## config.mk

```make
export PLATFORM = sky130hd
export DESIGN_NAME = dma_xfer_engine
export DESIGN_NICKNAME = d
export VERILOG_FILES = /design/src/rtl/dma_xfer_engine.sv
export SDC_FILE = /design/constraint.sdc
export NUM_CORES = 1
export LEC_CHECK = 0
export ABC_CLOCK_PERIOD_IN_PS = 9800
export BUFFER_PORTS_ARGS = -buffer_cell sky130_fd_sc_hd__buf_2
export CAP_MARGIN = 20
export CORE_ASPECT_RATIO = 1.4
export CORE_MARGIN = 2
export CORE_UTILIZATION = 45
export CTS_CLUSTER_SIZE = 12
export DETAILED_ROUTE_END_ITERATION = 8
export PLACE_DENSITY_LB_ADDON = 0.12
export SLEW_MARGIN = 0
export SYNTH_ARGS = -nofsm -noshare
export SYNTH_HDL_FRONTEND = slang
export SYNTH_SLANG_ARGS = --single-unit
export TNS_END_PERCENT = 1
```

## constraint.sdc

```tcl
create_clock -name clk -period 9.8 [get_ports clk]
set_input_delay 1.96 -clock clk [delete_from_list [all_inputs] [get_ports clk]]
set_output_delay 1.96 -clock clk [all_outputs]
set_load 0.02 [all_outputs]
```

## src/rtl/dma_xfer_engine.sv

```systemverilog
module dma_xfer_engine #(
  parameter int AW = 32,
  parameter int DW = 32
) (
  input  logic          clk,
  input  logic          rst_n,
  input  logic          trig,
  input  logic          gnt,
  output logic          arb_req,
  output logic          cs_rd,
  output logic          cs_wr,
  output logic [2:0]    cs_addr,
  output logic [31:0]   cs_wdata,
  input  logic [31:0]   cs_rdata,
  output logic          src_rd,
  output logic [AW-1:0] src_addr,
  input  logic [DW-1:0] src_rdata,
  output logic          src_prot,
  output logic          dst_wr,
  output logic [AW-1:0] dst_addr,
  output logic [DW-1:0] dst_wdata,
  output logic [1:0]    item_size,
  output logic          dst_prot,
  output logic          done_irq,
  output logic          cfg_err
);

  typedef enum logic [2:0] {S_IDLE, S_ARB, S_LDC, S_LDS, S_LDD, S_MOVE, S_WB, S_HALT} st_t;

  st_t st;
  logic sel_alt, pp_run, pend, bad, err_q;
  logic [31:0] ctl;
  logic [AW-1:0] s_end, d_end;
  logic [10:0] rem, blen;

  wire [2:0]  new_mode = cs_rdata[2:0];
  wire [1:0]  n_dinc   = cs_rdata[31:30];
  wire [1:0]  n_dsz    = cs_rdata[29:28];
  wire [1:0]  n_sinc   = cs_rdata[27:26];
  wire [1:0]  n_ssz    = cs_rdata[25:24];
  wire [3:0]  n_arb    = cs_rdata[17:14];
  wire        cfg_bad  = (new_mode > 3'd3) || (n_ssz == 2'd3) || (n_ssz != n_dsz) ||
                         (n_sinc < n_ssz) || (n_dinc < n_dsz);
  wire [10:0] n_cnt    = {1'b0, cs_rdata[13:4]} + 11'd1;
  wire [10:0] n_lim    = (n_arb > 4'd9) ? 11'd1024 : (11'd1 << n_arb);
  wire [10:0] n_blen   = (n_cnt < n_lim) ? n_cnt : n_lim;

  wire [10:0]   rem_dec = rem - 11'd1;
  wire [AW-1:0] s_off   = AW'(rem_dec) << ctl[27:26];
  wire [AW-1:0] d_off   = AW'(rem_dec) << ctl[31:30];
  wire          fin     = (rem == 11'd0);
  wire [9:0]    fld     = fin ? 10'd0 : rem_dec[9:0];
  wire [2:0]    wb_mode = (fin || bad) ? 3'd0 : ctl[2:0];

  assign arb_req   = (st == S_ARB);
  assign cs_rd     = (st == S_LDC) || (st == S_LDS) || (st == S_LDD);
  assign cs_wr     = (st == S_WB);
  assign cs_addr   = {sel_alt, (st == S_LDS) ? 2'd1 : (st == S_LDD) ? 2'd2 : 2'd0};
  assign cs_wdata  = {ctl[31:14], fld, ctl[3], wb_mode};
  assign src_rd    = (st == S_MOVE);
  assign dst_wr    = (st == S_MOVE);
  assign src_addr  = s_end - ((ctl[27:26] == 2'd3) ? '0 : s_off);
  assign dst_addr  = d_end - ((ctl[31:30] == 2'd3) ? '0 : d_off);
  assign dst_wdata = src_rdata;
  assign item_size = ctl[25:24];
  assign src_prot  = ctl[18];
  assign dst_prot  = ctl[21];
  assign done_irq  = (st == S_WB) && fin && !bad;
  assign cfg_err   = err_q;

  always_ff @(posedge clk) begin
    if (!rst_n) begin
      st <= S_IDLE;
      sel_alt <= 1'b0;
      pp_run <= 1'b0;
      pend <= 1'b0;
      bad <= 1'b0;
      err_q <= 1'b0;
      ctl <= '0;
      s_end <= '0;
      d_end <= '0;
      rem <= '0;
      blen <= '0;
    end else begin
      if (trig && st != S_IDLE && st != S_HALT) pend <= 1'b1;
      case (st)
        S_IDLE: if (trig || pend) begin
          st <= S_ARB;
          pend <= 1'b0;
        end
        S_ARB: if (gnt) st <= S_LDC;
        S_LDC: begin
          ctl <= cs_rdata;
          rem <= n_cnt;
          blen <= n_blen;
          bad <= cfg_bad;
          if (pp_run && new_mode != 3'd3) st <= S_HALT;
          else if (new_mode == 3'd0)      st <= S_IDLE;
          else if (cfg_bad)               st <= S_WB;
          else                            st <= S_LDS;
        end
        S_LDS: begin
          s_end <= cs_rdata[AW-1:0];
          st <= S_LDD;
        end
        S_LDD: begin
          d_end <= cs_rdata[AW-1:0];
          st <= S_MOVE;
        end
        S_MOVE: begin
          rem <= rem_dec;
          blen <= blen - 11'd1;
          if (blen == 11'd1) st <= S_WB;
        end
        S_WB: begin
          bad <= 1'b0;
          if (bad) begin
            err_q <= 1'b1;
            st <= S_IDLE;
          end else if (fin) begin
            if (ctl[2:0] == 3'd3) begin
              sel_alt <= ~sel_alt;
              pp_run <= 1'b1;
            end
            st <= S_IDLE;
          end else if (ctl[2:0] == 3'd2) begin
            st <= S_ARB;
          end else begin
            st <= S_IDLE;
          end
        end
        default: st <= S_HALT;
      endcase
    end
  end

  logic [11:0] run_n;
  wire  [11:0] cap = (ctl[17:14] > 4'd9) ? 12'd1024 : (12'd1 << ctl[17:14]);
  always_ff @(posedge clk) begin
    if (!rst_n) run_n <= '0;
    else        run_n <= dst_wr ? run_n + 12'd1 : 12'd0;
  end

  AST_LOAD_AFTER_GRANT: assert property (@(posedge clk) disable iff (!rst_n)
    (cs_rd && cs_addr[1:0] == 2'd0) |-> $past(arb_req && gnt));
  AST_ITEM_STEP: assert property (@(posedge clk) disable iff (!rst_n)
    (dst_wr && $past(dst_wr) && ctl[31:30] != 2'd3) |-> dst_addr == $past(dst_addr) + (AW'(1) << ctl[31:30]));
  AST_BURST_CAP: assert property (@(posedge clk) disable iff (!rst_n)
    dst_wr |-> run_n < cap);
  AST_DONE_STOPS: assert property (@(posedge clk) disable iff (!rst_n)
    done_irq |-> (cs_wr && cs_wdata[2:0] == 3'd0 && cs_wdata[13:4] == 10'd0));
  AST_DONE_PULSE: assert property (@(posedge clk) disable iff (!rst_n)
    done_irq |=> !done_irq);
  AST_ERR_STICKY: assert property (@(posedge clk) disable iff (!rst_n)
    $past(cfg_err) |-> cfg_err);
  AST_HALT_QUIET: assert property (@(posedge clk) disable iff (!rst_n)
    $past(st == S_HALT) |-> (!arb_req && !dst_wr && !cs_wr));

endmodule

```

==> reports/summary.txt, run 1 <==
fin crit period - 6837 ps
die width - 119.8 microns
IO Count - 210
synth-to-layout area growth - 12.21%
DP Worst Slack - 3424 ps
Synth area leader - dfxtp_1
Worst Path Max Fanout - 12
FP Rows - 59
clk root buf - clkbuf_16
clock sink count - 116
Starting Density - 45.57%
Syn. warnings - 0
initial antenna violation count - 1
EDFF count, synth - 0
Compound-Gate Fraction of Synth Area - 20.49%
# hold bufs at CTS - 0
Vias/cell - 5.594
worst path arrival time - 4880 ps
relative slew slack - 31.06%
sequential share of power - 19.7%
mux cell area share after synthesis - 2.030%
clock power share - 20.1%
Clock Latency Late Sink - 420 ps
final WL - 26420 microns
final worst slack - 2963 ps
detailed-route DRC error count - 0
Antenna Nets Post-Route - 0
FILL cells - 1879
Sum Neg Setup Slack - 0 ps
multi-input logic area - 5368 sq um
storage element area - 2322 sq um
sequential area share after synthesis - 27.50%
#FFs+latches synth - 116
Final setup viols - 0
vias in the first global route - 7699
ys flop type - dfxtp_1
GPL Wtd Cong - 0.8995
Pint - 1.564 mW
post-synth cell types - 74
routed via count - 8195
First-pass DRT Iterations - 5
postcts setup bufs - 0
final HPWL from detailed placement - 19330 microns
# H-tree levels - 4
Logic pwr share - 60.3%
clock slew at reported path FFs - 60 ps
CP endpoint kind - output pin
layout cells sized above 1 - 16.72%
nets@finish - 1323
GRT overflow - 0
Synth Cell Area - 8443 sq um
main combinational cell family by area after synthesis - simple AND/OR/NAND/NOR gates
worst vdd ir - 0.0001509 V
final hold vios - 0
Synth Area in Adders - 7.143%
largest net degree at the start of global routing - 55
share of synthesized registers carrying an async set or reset - 0%
fmax - 0.1463 GHz
share of the synthesized area in the top cell type - 27.50%
Sw Share - 48.87%
Hold Path Class - reg -> reg
worst path required time - 7840 ps
Static Leak - 3.949 nW
switching power total - 1.495 mW
RSZ-0062 raised after global routing - false
Synth Area in Simple Gates - 25.76%
Cell Pwr Density - 322.9 nW/um^2
die height - 166.1 microns
Core Box Area - 18530 sq um
Die ar. - 19890 sq um
gr usage total - 26.50%
Detailed Route Iter0 Violations - 476
critical path class - reg -> out
Avg Cell Area, Syn - 7.335 sq um
Setup Skew - 7.852 ps
Slew Limit Fails - 0
outcome - finished clean
count leader, synth - nand2_1
top post-synthesis cells by area - dfxtp_1 (28%), nand2_1 (10%), a21oi_1 (7.6%)
CTS buffer count - 17
port bufs - 145
TritonCTS clock tree - built
routed length per instance - 18.03 microns
Max clock buf depth - 2
Synth top cells by count - nand2_1 (229), a21oi_1 (129), dfxtp_1 (116)
cts repair resizes - 0
XOR/XNOR share of the synthesized area - 7.988%
global-route wire length before repair - 42040 microns
worst slew pin tran - 1033 ps
Worst Setup Start Kind - register
total of max-cap violations - 0
Final Cycle Share - 69.77%
Synth Instances - 1151
==> per-layer routing <==
layer,vias up,share of wire [%],global-route usage [%]
met3,36,4.1,3.125
met1,3868,42,32.84
met4,0,1.9,8.440
li1,4065,-,-
met2,226,52,47.43
met5,-,0,0
==> cell usage in the layout, fill, tap and decap left out, drive strengths merged, types with 9 or more instances in the layout <==
master,instances
nor4,17
inv,31
o211ai,10
dfxtp,116
nor3b,9
xor2,16
a21o,15
nand3,18
clkbuf,19
buf,154
nand2,229
nor2b,19
o21ai,60
xnor2,61
a21oi,129
ha,45
nor2,80
mux2i,16
nor3,33
==> final timing paths <==
kind	startpoint	to	slack, ps	depth (start not counted)
max	rem[0]$_SDFFE_PN0P_	dst_addr[16]	2960	15
min	d_end[0]$_SDFFE_PN0P_	d_end[0]$_SDFFE_PN0P_	450	2
max reg2reg	rem[0]$_SDFFE_PN0P_	st[0]$_SDFFE_PN0P_	7130	6
min reg2reg	d_end[0]$_SDFFE_PN0P_	d_end[0]$_SDFFE_PN0P_	450	2
==> cell type report <==
cell class              count  share of cell area [%]
well taps                 244                   3.222
multi-input cells         890                   56.66
diodes                      1                 0.02641
flip-flops and latches    116                   24.51
inverters                  29                   1.149
clock inverters            12                   1.387
repair buffers            154                   8.373
clock buffers              19                   4.675
==> sequential cells by signal, summed over array words and instances, names as in the netlist <==
register,flops
blen,11
ctl,22
s_end,32
pp_run,1
st,3
d_end,32
rem,11
sel_alt,1
cfg_err,1
pend,1
bad,1
==> power by group through the flow <==
stage	logic, mW	registers [mW]	clock network, mW
global placement	1.83	0.610	0
CTS	1.85	0.600	0.621
finish	1.84	0.601	0.615
global route	2.01	0.611	0.645
floorplan	1.36	0.572	0
detailed placement	1.84	0.610	0
==> worst max-delay path, stage by stage, from the launching register on <==
cell      delay, ps
dfxtp_1         540
inv_1           130
ha_1            280
or3b_1          300
nor3_1           90
xnor2_1         620
mux2i_1         160
o21ai_0         210
ha_1            330
nand3_1         130
o211ai_1        140
a32o_1          240
a211oi_2        750
nand2_1         160
xnor2_1         190
buf_2           190
==> cell families after synthesis <==
kind of cell	after synthesis
AO/OA/AOI/OAI	285
AND/OR/NAND/NOR	462
multiplexers	17
other	1
XOR/XNOR	77
adder cells (fa/ha/maj)	47
buffers and inverters	146
flip-flops	116
==> metrics by stage <==
stage / cells / cell area [sq um] / utilization (%) / power [mW] / hold WS (ps)
2_1_floorplan: 1152 / 8447 / - / 1.930 / 436.3
3_3_place_gp: 1432 / 8890 / 47.98 / 2.444 / 442.4
3_5_place_dp: 1432 / 8890 / 47.98 / 2.450 / 448.0
4_1_cts: 1463 / 9464 / 51.08 / 3.068 / 457.2
5_1_grt: 1464 / 9472 / 51.12 / 3.265 / 471.4
6_report: 1465 / 9474 / 51.13 / 3.060 / 453.2
Power figures use the tool's default switching activity.
==> run 2: changes to the inputs <==
--- a/config.mk
+++ b/config.mk
@@ -5,7 +5,7 @@
 export SDC_FILE = /design/constraint.sdc
 export NUM_CORES = 1
 export LEC_CHECK = 0
-export ABC_CLOCK_PERIOD_IN_PS = 9800
+export ABC_CLOCK_PERIOD_IN_PS = 6200
 export BUFFER_PORTS_ARGS = -buffer_cell sky130_fd_sc_hd__buf_2
 export CAP_MARGIN = 20
 export CORE_ASPECT_RATIO = 1.4
==> constraint.sdc (replaced) <==
create_clock -name clk -period 6.2 [get_ports clk]
set_input_delay 1.24 -clock clk [delete_from_list [all_inputs] [get_ports clk]]
set_output_delay 1.24 -clock clk [all_outputs]
set_load 0.02 [all_outputs]
==> reports/summary.txt, run 2 (synthesis results as in run 1) <==
worst path required time - 4960 ps (was 7840 ps)
Die ar. - 19890 sq um (unchanged)
Reg2Reg Setup Slack - 3550 ps (was 7130 ps)
GRT met1 Usage - 33.11% (was 32.84%)
CTS buffer count - 17 (unchanged)
gr usage total - 26.31% (was 26.50%)
Hold Path Class - reg -> reg (unchanged)
CP endpoint kind - output pin (unchanged)
r2r startpoint - rem[0]$_SDFFE_PN0P_ (unchanged)
Cell Pwr Density - 514.0 nW/um^2 (was 322.9 nW/um^2)
postcts setup bufs - 0 (unchanged)
Starting Density - 45.57% (unchanged)
clock slew at reported path FFs - 60 ps (about the same)
grt peak-use layer - met2 (unchanged)
routed via count - 8216 (was 8195)
Detailed Route Iter0 Violations - 519 (was 476)
die height - 166.1 microns (unchanged)
final hold vios - 0 (unchanged)
reg2reg end - st[0]$_SDFFE_PN0P_ (unchanged)
die width - 119.8 microns (unchanged)
detailed-route DRC error count - 0 (unchanged)
IO Count - 210 (unchanged)
worst vdd ir - 0.0002270 V (was 0.0001509 V)
biggest regs - d_end (32), s_end (32), ctl (22) (unchanged)
First-pass DRT Iterations - 5 (unchanged)
FP Rows - 59 (unchanged)
Slew Limit Fails - 0 (unchanged)
Setup Skew - 8.152 ps (was 7.852 ps)
routed length per instance - 17.75 microns (was 18.03 microns)
layout cells sized above 1 - 17.22% (was 16.72%)
met3 usage in global routing - 4.293% (was 3.125%)
most frequent cells in the layout - nand2_1 (229), buf_2 (145), a21oi_1 (129) (unchanged)
global-route wire length before repair - 41670 microns (was 42040 microns)
Worst Setup EP - src_addr[21] (was dst_addr[16])
final HPWL from detailed placement - 19110 microns (was 19330 microns)
worst slew pin tran - 1046 ps (was 1033 ps)
clk root buf - clkbuf_16 (unchanged)
fmax - 0.1707 GHz
Static Leak - 3.967 nW (was 3.949 nW)
RSZ-0062 raised after global routing - false (unchanged)
Hold Path Depth - 2 (unchanged)
critical path startpoint - rem[0]$_SDFFE_PN0P_ (unchanged)
nets@finish - 1327 (was 1323)
final WL - 26090 microns (was 26420 microns)
Worst Path Max Fanout - 12 (unchanged)
commonest non-fill, non-tap cell in the layout - nand2_1 (unchanged)
initial antenna violation count - 1 (unchanged)
# hold bufs at CTS - 0 (unchanged)
final hold slack - 455.8 ps (was 453.2 ps)
Antenna Nets Post-Route - 0 (unchanged)
synth-to-layout area growth - 13.31% (was 12.21%)
clock sink count - 116 (unchanged)
Sum Neg Setup Slack - 0 ps (unchanged)
Worst Reg-to-Reg Cells - 6 (unchanged)
Core Box Area - 18530 sq um (unchanged)
Final setup viols - 0 (unchanged)
vias in the first global route - 7750 (was 7699)
port bufs - 145 (unchanged)
GRT overflow - 0 (unchanged)
met2 Usage GRT - 45.59% (was 47.43%)
TritonCTS clock tree - built (unchanged)
outcome - finished clean (unchanged)
# H-tree levels - 4 (unchanged)
Max clock buf depth - 2 (unchanged)
Worst Setup Start Kind - register (unchanged)
critical path class - reg -> out (unchanged)
worst path arrival time - 4620 ps (was 4880 ps)
Clock Latency Late Sink - 420 ps (about the same)
GPL Wtd Cong - 0.8970 (was 0.8995)
largest net degree at the start of global routing - 56 (was 55)
Vias/cell - 5.589 (was 5.594)
relative slew slack - 30.16% (was 31.06%)
total of max-cap violations - 0 (unchanged)
Final Cycle Share - 94.48%
fin crit period - 5858 ps
## run 2: cell types whose count changed in the layout (fill, tap and decap cells not counted), sizes merged
cell      change
bufinv        +1
clkinvlp      +3
inv           +3
clkinv        -6
buf           +4
## run 2: how the worst min path moves through the flow
stage                           from               endpoint
6_report        ctl[16]$_SDFFE_PN0P_   ctl[16]$_SDFFE_PN0P_
5_1_grt         ctl[14]$_SDFFE_PN0P_   ctl[14]$_SDFFE_PN0P_
4_1_cts         ctl[15]$_SDFFE_PN0P_   ctl[15]$_SDFFE_PN0P_
3_5_place_dp    ctl[15]$_SDFFE_PN0P_   ctl[15]$_SDFFE_PN0P_
3_3_place_gp    ctl[16]$_SDFFE_PN0P_   ctl[16]$_SDFFE_PN0P_
2_1_floorplan  d_end[0]$_SDFFE_PN0P_  d_end[0]$_SDFFE_PN0P_
## run 2: final cells by class
| class | instances | area (sq um) |
|---|---|---|
| Inverter | 29 | 108.9 |
| Multi-Input combinational cell | 890 | 5383 |
| Tap cell | 244 | 305.3 |
| Clock buffer | 19 | 452.9 |
| Fill cell | 1896 | 8962 |
| Timing Repair Buffer | 158 | 823.3 |
| Sequential cell | 116 | 2322 |
| Clock inverter | 13 | 168.9 |
| Antenna cell | 1 | 2.502 |
## run 2: critical path, stage by stage (launching register included)
cell and delay [ps]:
dfxtp_1 420, inv_1 130, ha_1 230, or3b_1 480, nor3_1 240, xnor2_1 250
mux2i_1 130, o21ai_0 360, ha_1 420, and4_1 310, and3_1 220, o211ai_1 90
o211a_1 370, nand3b_1 140, xnor2_1 200, buf_2 200
## run 2: report_power, final
part / switching [mW] / internal [mW]
Combinational: 1.86 / 1.07
Clock: 0.380 / 0.658
Sequential: 0.122 / 0.828
## run 2: metal layers
metal,routed length [microns],up-vias
li1,-,4066
met1,11210,3863
met2,13010,240
met3,1248,47
met4,624,0
met5,0,-
## run 2: per-stage QoR
step	instance area [sq um]	std cells	util [%]	setup slack [ps]	power [mW]
2_1_floorplan	8447	1152	-	1133	3.051
3_3_place_gp	8920	1436	48.14	844.9	3.866
3_5_place_dp	8920	1436	48.14	717.9	3.875
4_1_cts	9542	1468	51.50	264.0	4.926
5_1_grt	9564	1469	51.62	33.36	5.234
6_report	9567	1470	51.63	342.4	4.917
## run 2: repair_timing
| action | in CTS | in global routing |
|---|---|---|
| resized for setup | 0 | 3 |
| endpoints found under the setup margin | 0 | 11 |
| hold endpoints to repair | 0 | 0 |
==> run 3: changes to the inputs <==
--- a/config.mk
+++ b/config.mk
@@ -5,6 +5,7 @@
 export SDC_FILE = /design/constraint.sdc
 export NUM_CORES = 1
 export LEC_CHECK = 0
+export ABC_AREA = 1
 export ABC_CLOCK_PERIOD_IN_PS = 6200
 export BUFFER_PORTS_ARGS = -buffer_cell sky130_fd_sc_hd__buf_2
 export CAP_MARGIN = 20
@@ -13,7 +14,9 @@
 export CORE_UTILIZATION = 45
 export CTS_CLUSTER_SIZE = 12
 export DETAILED_ROUTE_END_ITERATION = 8
+export GPL_TIMING_DRIVEN = 0
 export PLACE_DENSITY_LB_ADDON = 0.12
+export SKIP_LAST_GASP = 1
 export SLEW_MARGIN = 0
 export SYNTH_ARGS = -nofsm -noshare
 export SYNTH_HDL_FRONTEND = slang
==> reports/summary.txt, run 3 <==
IO Count - 210 (unchanged)
# H-tree levels - 4 (unchanged)
clk root buf - clkbuf_16 (unchanged)
Starting Density - 45.87% (was 45.57%)
GPL Wtd Cong - 0.9918 (was 0.8970)
final worst slack - 951.4 ps (was 342.4 ps)
count leader, synth - nand2_1 (unchanged)
Clock Latency Late Sink - 430 ps (was 420 ps)
Die ar. - 20820 sq um (was 19890 sq um)
crit path cell chain - inv_2 -> ha_1 -> nand2_2 -> nor2_4 -> inv_1 -> o21ai_1 -> nand2_1 -> inv_1 -> nand3_1 -> o21ai_0 -> inv_1 -> ha_1 -> a21oi_1 -> o21a_1 -> nand2_1 -> nor3_1 -> nand2_1 -> xnor2_1 -> buf_2 (was inv_1 -> ha_1 -> or3b_1 -> nor3_1 -> xnor2_1 -> mux2i_1 -> o21ai_0 -> ha_1 -> and4_1 -> and3_1 -> o211ai_1 -> o211a_1 -> nand3b_1 -> xnor2_1 -> buf_2)
GRT overflow - 0 (unchanged)
share of the synthesized area in the top cell type - 26.24% (was 27.50%)
Vias/cell - 5.397 (was 5.589)
ys flop type - dfxtp_1 (unchanged)
initial antenna violation count - 0 (was 1)
global-route wire length before repair - 47710 microns (was 41670 microns)
die height - 169.9 microns (was 166.1 microns)
Synth top cells by count - nand2_1 (283), nor2_1 (180), inv_1 (171) (was nand2_1 (229), a21oi_1 (129), dfxtp_1 (116))
worst path arrival time - 4010 ps (was 4620 ps)
HP Start - cfg_err$_SDFFE_PN0P_ (was ctl[16]$_SDFFE_PN0P_)
Final Cycle Share - 84.65% (was 94.48%)
biggest regs - d_end (32), s_end (32), ctl (22) (unchanged)
share of synthesized registers carrying an async set or reset - 0% (unchanged)
Max clock buf depth - 2 (unchanged)
Detailed Route Iter0 Violations - 590 (was 519)
postcts setup bufs - 0 (unchanged)
EDFF count, synth - 0 (unchanged)
layout cells sized above 1 - 18.76% (was 17.22%)
Setup Skew - 10.22 ps (was 8.152 ps)
Synth Cell Area - 8850 sq um (was 8443 sq um)
die width - 122.5 microns (was 119.8 microns)
#FFs+latches synth - 116 (unchanged)
CP endpoint kind - output pin (unchanged)
nets@finish - 1717 (was 1327)
r2r startpoint - rem[0]$_SDFFE_PN0P_ (unchanged)
CP max stage delay - 390 ps (was 480 ps)
post-layout util - 55.21% (was 51.63%)
worst path required time - 4960 ps (about the same)
commonest non-fill, non-tap cell in the layout - nand2_1 (unchanged)
fin crit period - 5249 ps (was 5858 ps)
clock slew at reported path FFs - 60 ps (about the same)
TritonCTS clock tree - built (unchanged)
most frequent cells in the layout - nand2_1 (283), buf_2 (191), nor2_1 (180) (was nand2_1 (229), buf_2 (145), a21oi_1 (129))
clock sink count - 116 (unchanged)
total of max-cap violations - 0 (unchanged)
final HPWL from detailed placement - 25760 microns (was 19110 microns)
largest net degree at the start of global routing - 17 (was 56)
Slew Limit Fails - 0 (unchanged)
Crit path buffers/inverters - 5 (was 2)
Core Box Area - 19290 sq um (was 18530 sq um)
DP Worst Slack - 1424 ps (was 717.9 ps)
Finished Layout Cells - 1863 (was 1470)
# diodes - 0 (was 1)
routed via count - 10060 (was 8216)
Final setup viols - 0 (unchanged)
critical path class - reg -> out (unchanged)
fmax - 0.1905 GHz (was 0.1707 GHz)
Worst Path Max Fanout - 11 (was 12)
routed length per instance - 17.10 microns (was 17.75 microns)
relative slew slack - 31.31% (was 30.16%)
CP max-delay cell - dfxtp_1 (was or3b_1)
post-synth cell types - 44 (was 74)
final hold vios - 0 (unchanged)
Synth area leader - dfxtp_1 (unchanged)
worst slew pin tran - 1021 ps (was 1046 ps)
port bufs - 177 (was 145)
Hold Path Class - reg -> reg (unchanged)
final WL - 31860 microns (was 26090 microns)
RSZ-0062 raised after global routing - false (unchanged)
First-pass DRT Iterations - 5 (unchanged)
synth-to-layout area growth - 20.36% (was 13.31%)
FP Rows - 60 (was 59)
critical path startpoint - rem[0]$_SDFFE_PN0P_ (unchanged)
placed instance count - 1831 (was 1436)
# hold bufs at CTS - 0 (unchanged)
vias in the first global route - 9044 (was 7750)
Synth Instances - 1405 (was 1151)
cts repair resizes - 0 (unchanged)
FILL cells - 2049 (was 1896)
Syn. warnings - 0 (unchanged)
detailed-route DRC error count - 0 (unchanged)
delay-heaviest family, CP - simple AND/OR/NAND/NOR gates (unchanged)
outcome - finished clean (unchanged)
CTS buffer count - 17 (unchanged)
gr usage total - 30.22% (was 26.31%)
Sum Neg Setup Slack - 0 ps (unchanged)
Avg Cell Area, Syn - 6.299 sq um (was 7.335 sq um)
top post-synthesis cells by area - dfxtp_1 (26%), nand2_1 (12%), nor2_1 (7.6%) (was dfxtp_1 (28%), nand2_1 (10%), a21oi_1 (7.6%))
Antenna Nets Post-Route - 0 (unchanged)
sequential area share after synthesis - 26.24% (was 27.50%)
Worst Setup Start Kind - register (unchanged)
-- run 3: cell families (layout without fill, tap and decap cells) --
| kind of cell | after synthesis | count (layout) | synth area share [%] |
|---|---|---|---|
| buffers and inverters | 278 | 487 | 14.45 |
| xor gates and xnor gates | 48 | 48 | 4.835 |
| and+or+nand+nor | 609 | 609 | 29.29 |
| DFF | 116 | 116 | 26.24 |
| AOI/OAI and AO/OA | 306 | 306 | 18.32 |
| adders and majority gates | 47 | 47 | 6.815 |
| other | 1 | 2 | 0.04237 |
-- run 3: final timing paths --
kind                                to  slack [ps]  depth (start not counted)
setup / recovery          src_addr[22]         950                         19
hold / removal    cfg_err$_SDFFE_PN0P_         450                          2
setup reg to reg  sel_alt$_SDFFE_PN0P_        3750                          8
hold reg to reg   cfg_err$_SDFFE_PN0P_         450                          2
-- run 3: metrics by stage --
stage               hold WS (ps)  cell area, sq um
detailed placement         449.3             10050
CTS                        458.0             10650
floorplan                  445.7              8853
finish                     451.5             10650
global placement           441.1             10050
global route               484.4             10650
-- run 3: tightest hold or removal path: cells and delay by family (launching register included) --
family	cells	cell delay, ps
AO/OA/AOI/OAI	1	50
buffers and inverters	1	50
flip-flops	1	300
-- run 3: metal layers --
metal / wire length (microns) / track usage, % / up-vias
li1: - / - / 4948
met1: 12300 / 34.70 / 4593
met2: 15490 / 51.88 / 428
met3: 2268 / 5.094 / 86
met4: 1790 / 18.04 / 0
met5: 0 / 0 / -
-- run 3: layout make-up --
class | instances | area [sq um] | area share, %
Inverter | 177 | 664.4 | 6.237
Clock inverter | 12 | 155.1 | 1.457
Tap cell | 248 | 310.3 | 2.913
Buffer | 101 | 614.3 | 5.768
Sequential cell | 116 | 2322 | 21.80
Multi-Input combinational cell | 1012 | 5253 | 49.31
Timing Repair Buffer | 177 | 885.9 | 8.317
Clock buffer | 20 | 446.7 | 4.194
Power of run 3 is left out: the tool's default activity adds up to more than one toggle a clock period on the data nets, which glitch-free logic cannot reach.
